**src/rtl/wdog_tick_timer.sv**
```systemverilog
module wdog_tick_timer #(
  parameter int TW         = 32,
  parameter int RST_CYCLES = 16
) (
  input  logic          clk,
  input  logic          por_n,
  input  logic          board_rst,
  input  logic          to_wr_en,
  input  logic [TW-1:0] to_wr_data,
  output logic [TW-1:0] to_rd_data,
  input  logic          tick,
  input  logic          stat_clr_wr,
  input  logic [31:0]   stat_clr_data,
  input  logic          wdo_func_en,
  output logic          rst_req,
  output logic          bark_status,
  output logic          pin_force_low
);
  localparam int PW = $clog2(RST_CYCLES + 1);

  logic [TW-1:0] to_q;
  logic [TW-1:0] cnt;
  logic          armed;
  logic [PW-1:0] pulse_cnt;
  logic          bark;
  logic          clr_hit;

  assign bark    = armed && tick && !to_wr_en && !board_rst && (cnt == to_q - TW'(1));
  assign clr_hit = stat_clr_wr && stat_clr_data[31];

  always_ff @(posedge clk or negedge por_n) begin
    if (!por_n) begin
      to_q  <= '0;
      cnt   <= '0;
      armed <= 1'b0;
    end else if (board_rst) begin
      to_q  <= '0;
      cnt   <= '0;
      armed <= 1'b0;
    end else if (to_wr_en) begin
      to_q  <= to_wr_data;
      cnt   <= '0;
      armed <= |to_wr_data;
    end else if (bark) begin
      armed <= 1'b0;
    end else if (armed && tick) begin
      cnt <= cnt + TW'(1);
    end
  end

  always_ff @(posedge clk or negedge por_n) begin
    if (!por_n) begin
      bark_status   <= 1'b0;
      pin_force_low <= 1'b0;
    end else begin
      if (bark)         bark_status <= 1'b1;
      else if (clr_hit) bark_status <= 1'b0;
      if (bark && wdo_func_en) pin_force_low <= 1'b1;
      else if (clr_hit)        pin_force_low <= 1'b0;
    end
  end

  always_ff @(posedge clk or negedge por_n) begin
    if (!por_n)              pulse_cnt <= '0;
    else if (bark)           pulse_cnt <= PW'(RST_CYCLES);
    else if (pulse_cnt != 0) pulse_cnt <= pulse_cnt - PW'(1);
  end

  assign rst_req    = (pulse_cnt != 0);
  assign to_rd_data = to_q;

  a_r1_readback: assert property (@(posedge clk) disable iff (!por_n)
    (to_wr_en && !board_rst) |=> (to_rd_data == $past(to_wr_data)));
  a_r2_zero_never_barks: assert property (@(posedge clk) disable iff (!por_n)
    (to_q == '0) |-> !bark);
  a_r3_bark_sets_status: assert property (@(posedge clk) disable iff (!por_n)
    bark |=> (bark_status && rst_req));
  a_r5_idle_after_bark: assert property (@(posedge clk) disable iff (!por_n)
    (bark && !to_wr_en) |=> !armed);
  a_r7_status_sticky: assert property (@(posedge clk) disable iff (!por_n)
    (bark_status && !clr_hit) |=> bark_status);
  a_r8_pin_survives_board_rst: assert property (@(posedge clk) disable iff (!por_n)
    (board_rst && pin_force_low && !clr_hit) |=> pin_force_low);
  a_r9_pin_needs_func: assert property (@(posedge clk) disable iff (!por_n)
    (!pin_force_low && !(bark && wdo_func_en)) |=> !pin_force_low);
endmodule

```
**config.mk**
```make
export PLATFORM = sky130hd
export DESIGN_NAME = wdog_tick_timer
export DESIGN_NICKNAME = d
export VERILOG_FILES = /design/src/rtl/wdog_tick_timer.sv
export SDC_FILE = /design/constraint.sdc
export NUM_CORES = 1
export LEC_CHECK = 0
export ABC_AREA = 1
export BUFFER_PORTS_ARGS = -buffer_cell sky130_fd_sc_hd__buf_4
export CORE_MARGIN = 5
export CORE_UTILIZATION = 59
export CTS_CLUSTER_DIAMETER = 100
export CTS_CLUSTER_SIZE = 8
export DETAILED_ROUTE_END_ITERATION = 10
export PLACE_DENSITY_LB_ADDON = 0.3
export SYNTH_ARGS = -nofsm -noshare
export SYNTH_HDL_FRONTEND = slang
export SYNTH_SLANG_ARGS = --single-unit
```
**constraint.sdc**
```tcl
create_clock -name clk -period 3.1 [get_ports clk]
set_input_delay 0.62 -clock clk [delete_from_list [all_inputs] [get_ports clk]]
set_output_delay 0.62 -clock clk [all_outputs]
set_load 0.03 [all_outputs]
```
# After elaboration in Yosys (flattened, before gate mapping)
# Cells that the tools add are included.
[classes]
n_mux = 14
eq_ne = 2
reduce_logical = 17
add_sub_neg = 3
[ops]
columns = ["op", "count"]
rows = [
  ["32-bit 2-to-1 mux", 6],
  ["32-bit by 1-bit adder with 32-bit output (second input constant)", 1],
  ["32-bit equality test", 1],
  ["32-bit OR reduction", 1],
  ["32-bit by 1-bit subtractor with 32-bit output (second input constant)", 1],
  ["5-bit 2-to-1 mux", 2],
  ["2-bit nonzero test", 4],
  ["1-bit logical AND", 6],
  ["1-bit 2-to-1 mux", 6],
  ["3-bit nonzero test", 2],
  ["5-bit nonzero test", 1],
  ["5-bit by 1-bit subtractor with 5-bit output (second input constant)", 1],
  ["3-bit inequality test (second input constant)", 1],
  ["1-bit zero test", 2],
  ["2-bit AND reduction", 1],
]
[totals]
regBits = 72
wordCells = 42
in_bits = 71
out_inout_bits = 35

# Longest topological paths before layout
# Gate-level depths: netlist of the first run.
[logic_depth]
ltp_word = 7
mapped_depth = 18
ltp_nobuf = 17

# Worst setup path after synthesis of the first run
# Ideal clock, no wire load.
[synth_path]
path_type = "register to register"
startpoint = "register to_q[0], in the netlist to_rd_data[0]"
endpoint = "register cnt[29]"
period_less_slack_ns = 2.247
arrival_ns = 2.130
stages_incl_launch_ff = 15
setup_time_ns = 0.117
slack_ns = 0.853
t_required_ns = 2.983
n_path_buf = 2
path_cell_list = "dfrtp_1 > inv_2 > ha_1 > nand2_2 > nor2_4 > nand2_2 > nor2_1 > xor2_1 > nand3_1 > nor2_2 > nand3_2 > buf_6 > buf_6 > nand3_1 > nand2_1"
[synth_between]
elab_chain_len = 5
[synth_rtl]
columns = ["item", "line", "text"]
rows = [
  ["start: declaration", "21", "logic [TW-1:0] to_q;"],
  ["start signal: assignment", "41", "to_q <= to_wr_data;"],
  ["32-bit by 1-bit subtractor with 32-bit output", "28", "assign bark = armed && tick && !to_wr_en && !board_rst && (cnt == to_q - TW'(1));"],
  ["32-bit equality test", "28", ""],
  ["1-bit logical AND", "28", ""],
  ["3-bit inequality test (no source line)", "--", ""],
  ["2-bit AND reduction (no source line)", "--", ""],
  ["end signal: assignment", "47", "cnt <= cnt + TW'(1);"],
  ["end: declaration", "22", "logic [TW-1:0] cnt;"],
]
# Every way passes these cells.
# A chain may end at the register's enable or synchronous reset.

# Worst setup path in the final report of the first run
[layout_path]
startpoint = "register to_q[0], in the netlist to_rd_data[0]"
endpoint = "register cnt[4]"
# The elaborated chain is that of the path after synthesis.

==> results of run 1 <==
-- cell families after synthesis --
| group | count (synthesis) | synth area share, % |
|---|---|---|
| DFF | 72 | 33.2 |
| AOI/OAI and AO/OA | 52 | 5.83 |
| buffers and inverters | 125 | 9.19 |
| and+or+nand+nor | 537 | 43.3 |
| muxes | 1 | 0.184 |
| xor gates and xnor gates | 46 | 7.41 |
| adders and majority gates | 4 | 0.921 |
-- worst register-to-register path, delay by kind of cell (launching register included) --
family,cells,cell delay [ps]
adder cells (fa/ha/maj),1,200
flip-flops,1,450
AND/OR/NAND/NOR,13,1850
buffers and inverters,2,150
-- cells in the final DEF (no fill, tap or decap), types with 2 or more instances in the layout --
master,instances
nand2_1,271
nor2_1,96
inv_1,84
buf_4,80
dfrtp_1,72
nand3_1,66
nor3_1,35
xor2_1,27
o21ai_0,23
xnor2_1,19
nand4_1,18
nor4_1,16
a22o_1,12
clkbuf_8,11
nor2_2,10
inv_2,9
a21oi_1,9
nand3b_1,8
nand2_2,5
ha_1,4
o21bai_1,3
and2_1,3
and3_1,3
nor2_4,2
nand3_2,2
clkinv_1,2
o21ai_1,2
o22ai_1,2
clkinv_2,2
clkinvlp_4,2
-- per-layer routing --
layer / track usage, % / up-vias
li1: - / 2800
met1: 39.4 / 2719
met2: 50.4 / 243
met3: 4.86 / 50
met4: 9.90 / 0
met5: 0 / -
-- layout make-up --
type,instances,area [sq um]
clock buffers,11,151
multi-input cells,640,3140
clock inverters,5,55.1
inverters,95,357
flip-flops and latches,72,1800
fillers,822,2870
repair buffers,80,601
well taps,111,139
-- per-stage QoR --
stage               setup WS, ps  util [%]  instance area (sq um)  hold slack, ps  instances
floorplan                    853         -                   5430             324        837
global placement             527      66.2                   6030             469        998
detailed placement           436      66.2                   6030             473        998
CTS                          407      68.5                   6240             428       1014
global route                 150      68.5                   6240             457       1014
finish                       376      68.5                   6240             373       1014
-- power breakdown --
part | switching, mW | internal (mW)
clock network | 0.390 | 0.413
logic | 0.422 | 0.241
registers | 0.0649 | 0.998
-- sequential cells by signal (all words and copies together) (netlist names) --
signal,flops
armed,1
bark_status,1
cnt,32
pin_force_low,1
pulse_cnt,5
to_rd_data,32
-- worst max path at each step --
stage	startpoint	end	slack (ps)	cells after the start
after global placement	to_rd_data[0]$_DFFE_PN0P_	cnt[29]$_DFFE_PN0P_	530	13
final	to_rd_data[0]$_DFFE_PN0P_	cnt[4]$_DFFE_PN0P_	380	16
after detailed placement	to_rd_data[0]$_DFFE_PN0P_	cnt[12]$_DFFE_PN0P_	440	13
after global routing	to_rd_data[0]$_DFFE_PN0P_	cnt[30]$_DFFE_PN0P_	150	13
after CTS	to_rd_data[0]$_DFFE_PN0P_	cnt[21]$_DFFE_PN0P_	410	13
after floorplan	to_rd_data[0]$_DFFE_PN0P_	cnt[29]$_DFFE_PN0P_	850	14
==> impl_results.md, run 1 <==
- Status: finished clean
- Top cells by area, synth: dfrtp_1, nand2_1, nor2_1
- Syn_area_per_cell: between 6 and 7 sq um
- Post-synth ARST share: 100%
- Row cnt: 35
- CTS tree: built
- GRT overflow: 0
- EDFF count, synth: 0
- Area Overhead vs Synth: 14.8%
- Synth top cells by count: nand2_1, nor2_1, inv_1, dfrtp_1, nand3_1
- Initial DRC count: 501
- Post-DP HPWL: 12300 um
- Max_cap viols: 0
- P per Cell Area: roughly 400 nW/um^2
- GRT Overall Usage: 29.9%
- R2r startpoint: to_rd_data[0]$_DFFE_PN0P_
- CTS root buf: clkbuf_8
- Post-synthesis cell type count: 35
- Die area: 11200 sq um
- Die width: 106 um
- Top-count cell post-synth: nand2_1
- Antenna-violating nets left: 0
- Arrival @ worst endpoint: 3020 ps
- Core area: 9110 sq um
- Yosys top cell by area: dfrtp_1
- Starting Density: 59.7%
- WP buf/inv: 2
- Wire length on met3: 1140 um
- Final Hold Fails: 0
- Cell count of the worst reg-to-reg path: 16
- Synthesized area: 5430 sq um
- Setup repair after global routing missed its margin: no
- Initial antenna violation count: 0
- Final setup violation count: 0
- CTS clk-pin slew, worst paths: roughly 80 ps
- CP Data Required Time: ~3400 ps
- Register area share after synthesis: 33.2%
- CP cell instances: inv_2 -> ha_1 -> nand2_2 -> nor2_4 -> nand2_1 -> nand2_1 -> inv_1 -> nor2_1 -> nand2_1 -> nor2_1 -> nand2_1 -> nor2_2 -> nand3_2 -> nand2_2 -> nand2_1 -> nand2_1
- Worst slew pin tran: 914 ps
- Crit. End Element: flop
- Average routed wire per standard cell: approximately 16 um
- Crit path largest cell delay: 480 ps
- Post-route DRC: 0
- Setup CP Type: flop to flop
- TritonCTS Buffers: 9
- Top cell by count, worst path: nand2_1
- I/O Buffers: 74
- Worst hold path type: primary input to asynchronous set/reset pin
- IO Pins: approximately 110
- Largest net degree at the start of global routing: 73
- Slowest cell on the critical path: nand2_2
- DR top layer: met4
- Synthesized flop and latch total: 72
- Mean number of vias per cell: 5.73
- Met2 wire length: 7800 um
- Fin. max-slew vios: 0
- # resized after CTS: 0
- Synthesized Nets: approximately 900
- Cells after Synth: 837
- CP Max Fanout: 32
- Latest clock arrival within the worst-skew pair: 360 ps
- Routed via count: 5812
- Post-CTS setup buffer count: 0
- Relative slew slack: 39.1%
- Area share of the largest cell type after synthesis: 33.2%
- Fmax: 0.367 GHz
- Total Power: between 2 and 3 mW
- Reg-to-reg slack, setup: 380 ps
- Die Ht: 106 um
- First-pass GRT wire length: 27200 um
- Hold buffers post-CTS: 0
- Gpl congestion: 0.952
- DRT met1 WL: 6980 um
- Leakage: 3.21 nW
- Ys Warns: 0
- Top_reg_cell synth: dfrtp_1
- Fin Setup TNS: 0 ps
- CTS max path bufs: 2
- Ratio of cells with drive above 1 in the final layout: about 14%
- Clock sink total: 72
- Startpoint Class: flop
- WL final: 16400 um
- Family with the most delay on the worst path: simple AND/OR/NAND/NOR gates
- Max Clock Skew: 10.6 ps
- Drt pass-1 iters: 6
- Reg-to-reg endpoint: cnt[4]$_DFFE_PN0P_
- ANT cells: 0
- H-tree depth: 3
- Peak VDD IR: 0.000223 V
- Nets@finish: 973
- Vias in the first global route: 5617
- Period utilization: 87.9%
- Minimum clock period after layout: between 2000 and 3000 ps
Power figures use the tool's default switching activity.
==> run 2: changes to the inputs <==
Settings changed: MAX_ROUTING_LAYER from default to met4.
==> run 2 against run 1 <==
  * Clock power increased by 27%
  * Register-to-register slack got worse by 90 ps
  * Count of clock-buffer cells in the layout shrank 1
  * Clock skew fell by 2.7 ps
  * Largest power group unchanged
  * Non-clock buffer count up 1
==> impl_results.md, run 2 (synthesis results as in run 1) <==
- Worst slew pin tran: 922 ps (+7.37 ps)
- Die area: 11200 sq um (unchanged)
- Max_cap viols: 0 (unchanged)
- Initial DRC count: 339 (-32%)
- Fin. max-slew vios: 0 (unchanged)
- Area Overhead vs Synth: 16.1%
- Clock sink total: 72 (unchanged)
- Crit path largest cell delay: 490 ps (about the same)
- IO Pins: 106 (unchanged)
- Final Hold Fails: 0 (unchanged)
- Post-route DRC: 0 (unchanged)
- Ratio of cells with drive above 1 in the final layout: 13.8% (unchanged)
- First-pass GRT wire length: 27000 um (-0.71%)
- Antenna-violating nets left: 0 (unchanged)
- Hold WS: 390 ps (+16.9 ps)
- Post-route cell area: 6310 sq um (+1.1%)
- Setup CP Type: flop to flop
- I/O Buffers: 74 (unchanged)
- CTS clk-pin slew, worst paths: 80 ps (about the same)
- Peak VDD IR: 0.000248 V (+11%)
- CP Max Fanout: 32 (unchanged)
- CP Data Required Time: 3390 ps (about the same)
- Mean number of vias per cell: 5.58 (-2.6%)
- Top cell by count, worst path: nand2_2
- Commonest non-fill, non-tap cells in the layout: nand2_1, nor2_1, inv_1
- Nets@finish: 974 (+0.10%)
- Family with the most delay on the worst path: simple AND/OR/NAND/NOR gates
- Fraction of power spent switching nets: 31.9% (-2.8 points)
- Initial antenna violation count: 0 (unchanged)
- Die Ht: 106 um (unchanged)
- Setup repair after global routing missed its margin: no
- CTS max path bufs: 2 (unchanged)
- Core area: 9110 sq um (unchanged)
- H-tree depth: 3 (unchanged)
- Starting Density: 59.7% (unchanged)
- P per Cell Area: 436 nW/um^2 (+7.6%)
- Fin Setup TNS: 0 ps (unchanged)
- Max Clock Skew: 7.85 ps (-2.75 ps)
- Vias in the first global route: 5414 (-3.6%)
- CP cell instances: inv_2 -> ha_1 -> nand2_2 -> nor2_4 -> nand2_2 -> nor2_1 -> xor2_1 -> nand3_1 -> nor2_2 -> nand3_2 -> nand2_2 -> nand2_1 -> nand2_1
- TritonCTS Buffers: 9 (unchanged)
- CTS tree: built
- Status: finished clean
- Average routed wire per standard cell: 16.2 um (+0.17%)
- Post-DP HPWL: 12600 um (+1.9%)
- GRT Overall Usage: 31.0% (+1.1 points)
- Leakage: 3.25 nW (+1.1%)
- Switch Pwr: 0.877 mW (about the same)
- WL final: 16500 um (+0.17%)
- Worst hold path type: primary input to asynchronous set/reset pin
- Arrival @ worst endpoint: 3110 ps (+90 ps)
- Final setup violation count: 0 (unchanged)
- Latest clock arrival within the worst-skew pair: 350 ps (about the same)
- Period utilization: 90.9% (+3.0 points)
- Fmax: 0.355 GHz (-3.3%)
- Slowest cell on the critical path: nand2_2
- GRT overflow: 0 (unchanged)
- Clock network power share: 37.2% (+5.4 points)
- # resized after CTS: 0 (unchanged)
- Die width: 106 um (unchanged)
- Post-CTS setup buffer count: 0 (unchanged)
- Total Power: 2.75 mW (+8.8%)
- Gate power share: 24.1% (-2.1 points)
- Hold buffers post-CTS: 0 (unchanged)
- CTS root buf: clkbuf_8
- Fillers: 788 (-4.1%)
- Gpl congestion: 0.973 (+2.2%)
- Post-DP Area: 6040 sq um (+0.12%)
- Startpoint Class: flop
- Flop pwr share: 38.7% (-3.3 points)
- Drt pass-1 iters: 5 (-1)
- Row cnt: 35 (unchanged)
- WP buf/inv: 1 (-1)
- Commonest non-fill, non-tap cell in the layout: nand2_1
- Pint: 1.87 mW (+13%)
- Relative slew slack: 38.6% (-0.49 points)
- ANT cells: 0 (unchanged)
- Routed via count: 5661 (-2.6%)
- Minimum clock period after layout: 2820 ps (+94.0 ps)
- Largest net degree at the start of global routing: 73 (unchanged)
- Crit. End Element: flop
run 2: metrics by stage:
stage	cells	utilization, %	setup WS (ps)
detailed placement	999	66.3	367
global placement	999	66.3	461
floorplan	837	-	853
CTS	1014	69.2	298
finish	1014	69.2	282
global route	1014	69.2	157
run 2: power groups by stage:
stage                     registers (mW)  clock network, mW  logic, mW
after floorplan                     1.11                  0      0.403
after global placement              1.08                  0      0.632
after detailed placement            1.08                  0      0.656
after CTS                           1.06               1.04      0.659
after global routing                1.07               1.08      0.737
final                               1.06               1.02      0.664
run 2: layout make-up:
class	count	area, sq um	share of cell area (%)
Clock inverter	5	129	2.04
Tap cell	111	139	2.20
Sequential cell	72	1800	28.6
Clock buffer	10	138	2.18
Timing Repair Buffer	81	608	9.64
Inverter	95	357	5.65
Multi-Input combinational cell	640	3140	49.7
run 2: per-layer routing:
layer,share of wire (%),track usage (%),vias to the layer above,wire length [um]
met2,48,50.5,226,7890
met3,5.9,4.55,34,970
met1,43,39.7,2605,7090
li1,-,-,2796,-
met5,0,-,-,0
met4,3.0,11.0,0,502
run 2: worst paths after layout:
check	depth (start not counted)	slack [ps]	start	endpoint
max in group asynchronous	1	2100	por_n	cnt[21]$_DFFE_PN0P_
setup reg to reg	13	280	to_rd_data[0]$_DFFE_PN0P_	cnt[1]$_DFFE_PN0P_
min in group clk	3	480	to_wr_data[30]	to_rd_data[30]$_DFFE_PN0P_
hold / removal	1	390	por_n	pin_force_low$_DFFE_PN0P_
setup / recovery	13	280	to_rd_data[0]$_DFFE_PN0P_	cnt[1]$_DFFE_PN0P_
hold reg to reg	2	510	bark_status$_DFFE_PN0P_	bark_status$_DFFE_PN0P_
run 2: worst reg2reg max path: cells and delay by family, from the launching register on:
family	cells	cell delay (ps)
flops	1	440
xor+xnor	1	200
simple gates	10	1820
fa+ha+maj	1	210
buf+inv	1	100
